File: src/rtl/mwdma_timer_pkg.sv
package mwdma_timer_pkg;

  typedef enum logic [2:0] {
    ST_IDLE     = 3'd0,
    ST_WAIT_REQ = 3'd1,
    ST_SETUP    = 3'd2,
    ST_ACTIVE   = 3'd3,
    ST_NEGATE   = 3'd4,
    ST_PAUSE    = 3'd5,
    ST_FINISH   = 3'd6
  } seq_state_t;

  // positions of the fields inside the packed timing word, low to high
  localparam int unsigned FLD_SETUP  = 0;
  localparam int unsigned FLD_ACTIVE = 1;
  localparam int unsigned FLD_RD_NEG = 2;
  localparam int unsigned FLD_WR_NEG = 3;
  localparam int unsigned NUM_FLDS   = 4;

endpackage

File: src/rtl/mwdma_cfg_latch.sv
module mwdma_cfg_latch
  import mwdma_timer_pkg::*;
#(
  parameter int unsigned FIELD_W = 8
) (
  input  logic                        clk,
  input  logic                        rst,
  input  logic                        capture,
  input  logic [NUM_FLDS*FIELD_W-1:0] cfg,
  input  logic                        wr_dir,
  output logic [FIELD_W-1:0]          setup_m1,
  output logic [FIELD_W-1:0]          act_m1,
  output logic [FIELD_W-1:0]          neg_m1
);

  // each field becomes a terminal count: zero is treated as one cycle
  logic [FIELD_W-1:0] term [NUM_FLDS];

  for (genvar g = 0; g < NUM_FLDS; g++) begin : g_field
    logic [FIELD_W-1:0] raw;
    assign raw     = cfg[g*FIELD_W +: FIELD_W];
    assign term[g] = (raw == '0) ? '0 : raw - 1'b1;
  end

  always_ff @(posedge clk) begin
    if (rst) begin
      setup_m1 <= '0;
      act_m1   <= '0;
      neg_m1   <= '0;
    end else if (capture) begin
      setup_m1 <= term[FLD_SETUP];
      act_m1   <= term[FLD_ACTIVE];
      neg_m1   <= wr_dir ? term[FLD_WR_NEG] : term[FLD_RD_NEG];
    end
  end

endmodule

File: src/rtl/mwdma_interval_ctr.sv
module mwdma_interval_ctr #(
  parameter int unsigned W = 8
) (
  input  logic         clk,
  input  logic         rst,
  input  logic         load,
  input  logic [W-1:0] load_val,
  output logic [W-1:0] cnt_nxt,
  output logic         zero
);

  logic [W-1:0] cnt_q;

  always_comb begin
    if (load)
      cnt_nxt = load_val;
    else if (cnt_q != '0)
      cnt_nxt = cnt_q - 1'b1;
    else
      cnt_nxt = '0;
  end

  always_ff @(posedge clk) begin
    if (rst) cnt_q <= '0;
    else     cnt_q <= cnt_nxt;
  end

  assign zero = (cnt_q == '0);

endmodule

File: src/rtl/mwdma_word_ctr.sv
module mwdma_word_ctr #(
  parameter int unsigned W = 16
) (
  input  logic         clk,
  input  logic         rst,
  input  logic         load,
  input  logic [W-1:0] load_val,
  input  logic         dec,
  output logic         rem_zero
);

  logic [W-1:0] rem_q;

  always_ff @(posedge clk) begin
    if (rst)
      rem_q <= '0;
    else if (load)
      rem_q <= load_val;
    else if (dec && rem_q != '0)
      rem_q <= rem_q - 1'b1;
  end

  assign rem_zero = (rem_q == '0);

endmodule

File: src/rtl/mwdma_strobe_timer.sv
module mwdma_strobe_timer
  import mwdma_timer_pkg::*;
#(
  parameter int unsigned FIELD_W = 8,
  parameter int unsigned CNT_W   = 16
) (
  input  logic                   clk,
  input  logic                   rst,
  input  logic [4*FIELD_W-1:0]   cfg_timing,
  input  logic                   start,
  input  logic                   wr_dir,
  input  logic [CNT_W-1:0]       word_count,
  input  logic                   dreq,
  input  logic                   abort,
  output logic                   dack,
  output logic                   strobe,
  output logic                   word_strobe,
  output logic                   done,
  output logic                   busy
);

  seq_state_t state_q, state_n;

  logic               iv_load;
  logic [FIELD_W-1:0] iv_val;
  logic [FIELD_W-1:0] iv_nxt;
  logic               iv_zero;
  logic               wc_load;
  logic               wc_dec;
  logic               wc_zero;
  logic [FIELD_W-1:0] setup_m1, act_m1, neg_m1;
  logic               abort_q;
  logic               abort_any;

  mwdma_cfg_latch #(.FIELD_W(FIELD_W)) u_cfg (
    .clk      (clk),
    .rst      (rst),
    .capture  (wc_load),
    .cfg      (cfg_timing),
    .wr_dir   (wr_dir),
    .setup_m1 (setup_m1),
    .act_m1   (act_m1),
    .neg_m1   (neg_m1)
  );

  mwdma_interval_ctr #(.W(FIELD_W)) u_iv (
    .clk      (clk),
    .rst      (rst),
    .load     (iv_load),
    .load_val (iv_val),
    .cnt_nxt  (iv_nxt),
    .zero     (iv_zero)
  );

  mwdma_word_ctr #(.W(CNT_W)) u_wc (
    .clk      (clk),
    .rst      (rst),
    .load     (wc_load),
    .load_val (word_count),
    .dec      (wc_dec),
    .rem_zero (wc_zero)
  );

  // abort is remembered until the next word boundary closes the burst
  always_ff @(posedge clk) begin
    if (rst)
      abort_q <= 1'b0;
    else if (state_q == ST_IDLE || state_q == ST_FINISH)
      abort_q <= 1'b0;
    else if (abort)
      abort_q <= 1'b1;
  end

  assign abort_any = abort_q | abort;

  always_comb begin
    state_n = state_q;
    iv_load = 1'b0;
    iv_val  = '0;
    wc_load = 1'b0;
    wc_dec  = 1'b0;
    unique case (state_q)
      ST_IDLE: begin
        if (start) begin
          wc_load = 1'b1;
          state_n = (word_count == '0) ? ST_FINISH : ST_WAIT_REQ;
        end
      end
      ST_WAIT_REQ: begin
        if (abort_any) begin
          state_n = ST_FINISH;
        end else if (dreq) begin
          state_n = ST_SETUP;
          iv_load = 1'b1;
          iv_val  = setup_m1;
        end
      end
      ST_SETUP: begin
        if (iv_zero) begin
          if (abort_any) begin
            state_n = ST_FINISH;
          end else if (dreq) begin
            state_n = ST_ACTIVE;
            iv_load = 1'b1;
            iv_val  = act_m1;
          end else begin
            state_n = ST_PAUSE;
          end
        end
      end
      ST_ACTIVE: begin
        if (iv_zero) begin
          state_n = ST_NEGATE;
          iv_load = 1'b1;
          iv_val  = neg_m1;
          wc_dec  = 1'b1;
        end
      end
      ST_NEGATE: begin
        if (iv_zero) begin
          if (wc_zero || abort_any) begin
            state_n = ST_FINISH;
          end else if (dreq) begin
            state_n = ST_ACTIVE;
            iv_load = 1'b1;
            iv_val  = act_m1;
          end else begin
            state_n = ST_PAUSE;
          end
        end
      end
      ST_PAUSE: begin
        if (abort_any) begin
          state_n = ST_FINISH;
        end else if (dreq) begin
          state_n = ST_ACTIVE;
          iv_load = 1'b1;
          iv_val  = act_m1;
        end
      end
      ST_FINISH: state_n = ST_IDLE;
      default:   state_n = ST_IDLE;
    endcase
  end

  always_ff @(posedge clk) begin
    if (rst) state_q <= ST_IDLE;
    else     state_q <= state_n;
  end

  // outputs are registered copies of the next-state decode
  always_ff @(posedge clk) begin
    if (rst) begin
      dack        <= 1'b0;
      strobe      <= 1'b0;
      word_strobe <= 1'b0;
      done        <= 1'b0;
      busy        <= 1'b0;
    end else begin
      dack        <= (state_n == ST_SETUP) || (state_n == ST_ACTIVE) ||
                     (state_n == ST_NEGATE) || (state_n == ST_PAUSE);
      strobe      <= (state_n == ST_ACTIVE);
      word_strobe <= (state_n == ST_ACTIVE) && (iv_nxt == '0);
      done        <= (state_n == ST_FINISH);
      busy        <= (state_n != ST_IDLE);
    end
  end

endmodule

File: config.mk
export PLATFORM = sky130hd
export DESIGN_NAME = mwdma_strobe_timer
export DESIGN_NICKNAME = d
export VERILOG_FILES = /design/src/rtl/mwdma_timer_pkg.sv /design/src/rtl/mwdma_cfg_latch.sv /design/src/rtl/mwdma_interval_ctr.sv /design/src/rtl/mwdma_word_ctr.sv /design/src/rtl/mwdma_strobe_timer.sv
export SDC_FILE = /design/constraint.sdc
export NUM_CORES = 1
export LEC_CHECK = 0
export BUFFER_PORTS_ARGS = -buffer_cell sky130_fd_sc_hd__buf_2
export CAP_MARGIN = 5
export CORE_UTILIZATION = 40
export CTS_BUF_LIST = sky130_fd_sc_hd__clkbuf_4 sky130_fd_sc_hd__clkbuf_8
export DETAILED_ROUTE_END_ITERATION = 8
export PLACE_DENSITY = 0.6
export REMOVE_ABC_BUFFERS = 1
export SYNTH_ARGS = -nofsm -noshare
export SYNTH_HDL_FRONTEND = slang
export SYNTH_HIERARCHICAL = 1
export SYNTH_SLANG_ARGS = --single-unit
File: constraint.sdc
create_clock -name clk -period 7.8 [get_ports clk]
set_input_delay 0 -clock clk [delete_from_list [all_inputs] [get_ports clk]]
set_output_delay 0 -clock clk [all_outputs]
set_load 0.01 [all_outputs]
Word level (Yosys, flattened, before mapping)
Index checks and enable logic that the tools add are counted.
{"block": "classes", "reduce_logical": 22, "multipliers": 0, "magnitude_cmp": 0, "div": 0, "n_mux": 41, "n_addsub": 6, "shifts": 0, "eq_ne": 11, "n_bitwise": 1}
{"op": "8-bit two-way mux", "n": 15}
{"op": "8-bit logical NOT", "n": 6}
{"op": "8-bit case mux with 5 select lines", "n": 1}
{"op": "8-bit by 1-bit subtractor with 8-bit output (second input constant)", "n": 5}
{"op": "3-bit two-way mux", "n": 12}
{"op": "16-bit logical NOT", "n": 2}
{"op": "16-bit two-way mux", "n": 2}
{"op": "3-bit equality test (second input constant)", "n": 6}
{"op": "3-bit case mux with 6 select lines", "n": 1}
{"op": "16-bit nonzero test", "n": 1}
{"op": "16-bit by 1-bit subtractor with 16-bit output (second input constant)", "n": 1}
{"op": "3-bit by 2-bit equality test with 1-bit output (second input constant)", "n": 4}
{"op": "1-bit two-way mux", "n": 9}
{"op": "8-bit nonzero test", "n": 1}
{"op": "1-bit logical OR", "n": 5}
{"op": "1-bit case mux with 4 select lines", "n": 1}
{"op": "2-bit OR reduction", "n": 2}
{"op": "3-bit by 1-bit equality test with 1-bit output (second input constant)", "n": 1}
{"op": "3-bit logical NOT", "n": 1}
{"op": "3-bit nonzero test", "n": 1}
{"op": "1-bit logical AND", "n": 2}
{"op": "2-bit nonzero test", "n": 1}
{"op": "1-bit bitwise OR", "n": 1}
{"block": "totals", "latch_bits": 0, "rom_bits": 0, "reg_bits": 57, "wordCells": 93, "input_bits": 54, "ram_bits": 0, "mem_count": 0, "output_inout_bits": 5}

Longest topological paths before layout
{"block": "depth", "word_depth": 9, "mapped_depth": 14, "depth_no_buf": 14}

Modules after synthesis
The synthesis kept the hierarchy.
{"mod": "mwdma_cfg_latch", "instances": 1, "seq_area_each_um2": 480.5, "cells_per_inst": 191, "area_each_um2": 1541.5}
{"mod": "mwdma_word_ctr", "instances": 1, "seq_area_each_um2": 320.3, "cells_per_inst": 130, "area_each_um2": 1143.6}
{"mod": "mwdma_strobe_timer", "instances": 1, "seq_area_each_um2": 180.2, "cells_per_inst": 102, "area_each_um2": 778.2}
{"mod": "mwdma_interval_ctr", "instances": 1, "seq_area_each_um2": 160.2, "cells_per_inst": 59, "area_each_um2": 488.0}

Worst setup path after synthesis
No wires, ideal clock.
{"block": "synth_path", "kind": "register -> register", "start": "register u_iv.cnt_q[3]", "end": "register u_wc.rem_q[6]", "arrival_ns": 2.885, "stages_incl_launch_ff": 11, "setup_ns": 0.133, "t_required_ns": 7.667, "slack_ns": 4.782, "path_buffers": 2, "synth_period_minus_slack_ns": 3.018, "cell_sequence": "dfxtp_1 -> or4_4 -> nor3_4 -> clkbuf_2 -> nand3b_1 -> nor2_1 -> buf_2 -> nand3b_1 -> or4_1 -> a221oi_1 -> nor3_1"}
{"block": "synth_via", "elab_chain_cells": 5}
{"item": "start, declared", "line_no": "mwdma_interval_ctr.sv:12", "rtl": "logic [W-1:0] cnt_q;"}
{"item": "start signal, assigned", "line_no": "mwdma_interval_ctr.sv:25", "rtl": "else cnt_q <= cnt_nxt;"}
{"item": "8-bit logical NOT", "line_no": "mwdma_interval_ctr.sv:28", "rtl": "assign zero = (cnt_q == '0);"}
{"item": "net iv_zero", "line_no": "mwdma_strobe_timer.sv:27", "rtl": "logic iv_zero;"}
{"item": "1-bit two-way mux", "line_no": "mwdma_strobe_timer.sv:112", "rtl": "if (iv_zero) begin"}
{"item": "1-bit two-way mux", "line_no": "mwdma_strobe_timer.sv:82", "rtl": "unique case (state_q)"}
{"item": "net wc_dec", "line_no": "mwdma_strobe_timer.sv:29", "rtl": "logic wc_dec;"}
{"item": "1-bit logical AND", "line_no": "mwdma_word_ctr.sv:19", "rtl": "else if (dec && rem_q != '0)"}
{"item": "2-bit nonzero test (no line)"}
{"item": "end signal, assigned", "line_no": "mwdma_word_ctr.sv:18", "rtl": "rem_q <= load_val;"}
{"item": "end signal, assigned", "line_no": "mwdma_word_ctr.sv:20", "rtl": "rem_q <= rem_q - 1'b1;"}
{"item": "end, declared", "line_no": "mwdma_word_ctr.sv:12", "rtl": "logic [W-1:0] rem_q;"}
The timed path passes the listed nets, and every way through them passes these cells.
A chain may end at the register's enable or synchronous reset.

Worst setup path in the final report
{"block": "layout_path", "start": "register u_iv.cnt_q[3]", "end": "register u_wc.rem_q[5]"}
Same word-level chain as after synthesis.

==> metrics <==
Final period util 0.4880; total gr overflow 0; non-filler cells, final around 680; Core Area 9415 um^2; sequential share of power 0.331; # IOs 59; YS warnings 6; post-CTS sizing 0; Hold Crit Start word_count[7]; pwr dens 318.1 nW/um^2; TritonCTS Buffers 9; DIE HEIGHT roughly 100 um; Slew Limit Fails 0; Skew-Pair Late Insertion Delay 0.33 ns; number of max-cap violations 0; worst relative slew slack 0.4397; Die Wd a little over 100 um; EDFF count, synth 0; skew final 0.009004 ns; fraction of registers with async set/reset 0; drt via density roughly 5.6; count of state elements after synthesis 57; Synth top area share 0.2888; drt total wl between 9000 and 10000 um; total power 1.468 mW; synth cell count leaders 57 x dfxtp_1, 51 x nor2_1, 35 x inv_1; Setup Viol. Count Final 0; switching share of power 0.4388; Crit path required time between 8 and 9 ns; Die ar. ~10000 um^2; setup slack at placement 4.045 ns; CTS tree built; Core Util, Final 0.4904; Final HPWL DP approximately 7300 um; drt drc 0; placed cells approximately 650; GPL Wtd Cong around 0.83; layout cells sized above 1 0.2066; clock period minus worst slack 3.806 ns; cts hold-fix bufs 11; final instance area approximately 4600 um^2; Pleak between 1.5 and 2 nW; Final ANT Viol Nets 0; reg-to-reg startpoint u_iv/cnt_q[3]$_SDFF_PP0_; Netlist cell types just over 80; most common cell in the synthesized netlist dfxtp_1; Syn Std Cell Area a little under 4000 um^2; FMAX between 0.2 and 0.3 GHz; # fillers 941; # diodes 0; drt wl/cell around 15 um; Post-CTS Setup Bufs 0; Port Buffer Count 58; post-synthesis sequential area ratio 0.2888; first drt pass iteration count 5; CP startpoint kind flip-flop; Final WS setup approximately 4 ns; first-pass GRT wire length 16370 um; Initial Util 0.4197; GR Util All Layers 0.2016; clk sinks 57; combinational share of power 0.497; Setup crit end kind flip-flop; cell count after synthesis 482; run status finished, final reports clean; measured slew at the worst slew-check pin approximately 0.84 ns; cell taking the most area after synthesis dfxtp_1; CP Class reg -> reg; Root Buffer clkbuf_8; largest net degree at the start of global routing 57; Hold Crit Class in -> reg; Final #Nets a little over 600; TNS Setup 0 ns; Hold Vio Cnt, Final 0; Pint approximately 800 uW; crit path from u_iv/cnt_q[3]$_SDFF_PP0_; Post-synth top flop dfxtp_1; initial antenna violation count 0; num rows 35; syn avg cell area between 8 and 9 um^2; vias approximately 3800; CTS Buffer Depth 2; Clock Power Share 0.172; ranking of synthesized cells by area dfxtp_1 29%, nor2_1 4.8%, ha_1 3.8%; number of global-route vias before repair about 3500; crit path DAT 4.03 ns; placed cell areas roughly 4300 um^2; Min Hold Slack ~0.014 ns; maximum VDD drop around 150 uV; critical path fanouts, max 14; RSZ-0062 raised after global routing no; Area Growth Syn to Fin 16.85%; net switching power approximately 640 uW; clk slew on worst S/H paths around 0.070 ns; Starting DRT DRC Count ~150; htree depth 3
power by group through the flow:
| stage | Clock (mW) | Combinational [mW] | Sequential (mW) |
|---|---|---|---|
| floorplan | 0 | 0.556 | 0.465 |
| finish | 0.252 | 0.729 | 0.487 |
| global route | 0.274 | 0.814 | 0.502 |
| CTS | 0.260 | 0.727 | 0.487 |
| detailed placement | 0 | 0.718 | 0.491 |
| global placement | 0 | 0.712 | 0.490 |
cell type report:
type / instances / area, um^2 / share of cell area
clock buffers: 13 / 166.4 / 0.03604
multi-input cells: 364 / 2567 / 0.5561
clock inverters: 3 / 15.01 / 0.003252
repair buffers: 72 / 422.9 / 0.09160
flip-flops and latches: 57 / 1141 / 0.2472
well taps: 129 / 161.4 / 0.03496
inverters: 38 / 142.6 / 0.03089
logic make-up (layout without fill, tap and decap cells):
group	Yosys count	after routing	synth area share
AND/OR/NAND/NOR	200	200	0.3078
flip-flops	57	57	0.2888
multiplexers	4	4	0.01013
buffers and inverters	61	126	0.06365
XOR/XNOR	14	14	0.03103
adder cells (fa/ha/maj)	12	12	0.03800
AO/OA/AOI/OAI	134	134	0.2606
path summary, 6_finish.rpt:
check                           cells after the start  slack [ns]                           end
worst max-delay path                                8        3.99    u_wc/rem_q[5]$_SDFFE_PP0P_
worst min-delay path                                3        0.01    u_wc/rem_q[7]$_SDFFE_PP0P_
worst max register to register                      8        3.99    u_wc/rem_q[5]$_SDFFE_PP0P_
worst min register to register                      2        0.47  u_cfg/act_m1[6]$_SDFFE_PP0P_
worst max-delay path, stage by stage, from the launching register on:
cell and delay [ns]:
dfxtp_1 0.35, or4_4 0.58, nor3_4 0.52, nand3b_1 0.23
nor2_1 0.69, or4b_1 0.69, nor3_1 0.26, nand2_1 0.10
a2111oi_2 0.28
flip-flops by register name, indices dropped and copies added, names as in the netlist:
register        cells
strobe              1
u_cfg/act_m1        8
word_strobe         1
done                1
u_cfg/neg_m1        8
state_q             3
abort_q             1
u_cfg/setup_m1      8
u_wc/rem_q         16
busy                1
u_iv/cnt_q          8
dack                1
layer usage:
layer,global-route usage,vias to the layer above,share of wire
met5,0,-,0
met4,0.05463,0,0.011
met3,0.03796,9,0.042
met2,0.3475,86,0.48
met1,0.2570,1773,0.47
li1,-,1922,-
cell usage in the layout, fill, tap and decap left out, types with 6 or more instances in the layout:
| master | n |
|---|---|
| a211oi_1 | 6 |
| a21oi_1 | 20 |
| a22oi_1 | 19 |
| a311oi_1 | 10 |
| buf_2 | 58 |
| clkbuf_8 | 11 |
| dfxtp_1 | 57 |
| dlygate4sd3_1 | 11 |
| ha_1 | 12 |
| inv_1 | 35 |
| nand2_1 | 29 |
| nand2b_1 | 6 |
| nand3_1 | 12 |
| nor2_1 | 51 |
| nor2b_1 | 11 |
| nor3_1 | 14 |
| nor3b_1 | 6 |
| nor4_1 | 12 |
| o21ai_0 | 21 |
| o31ai_1 | 7 |
| or4_1 | 7 |
| xor2_1 | 10 |
Note: power is estimated with default switching activity, not from simulation.
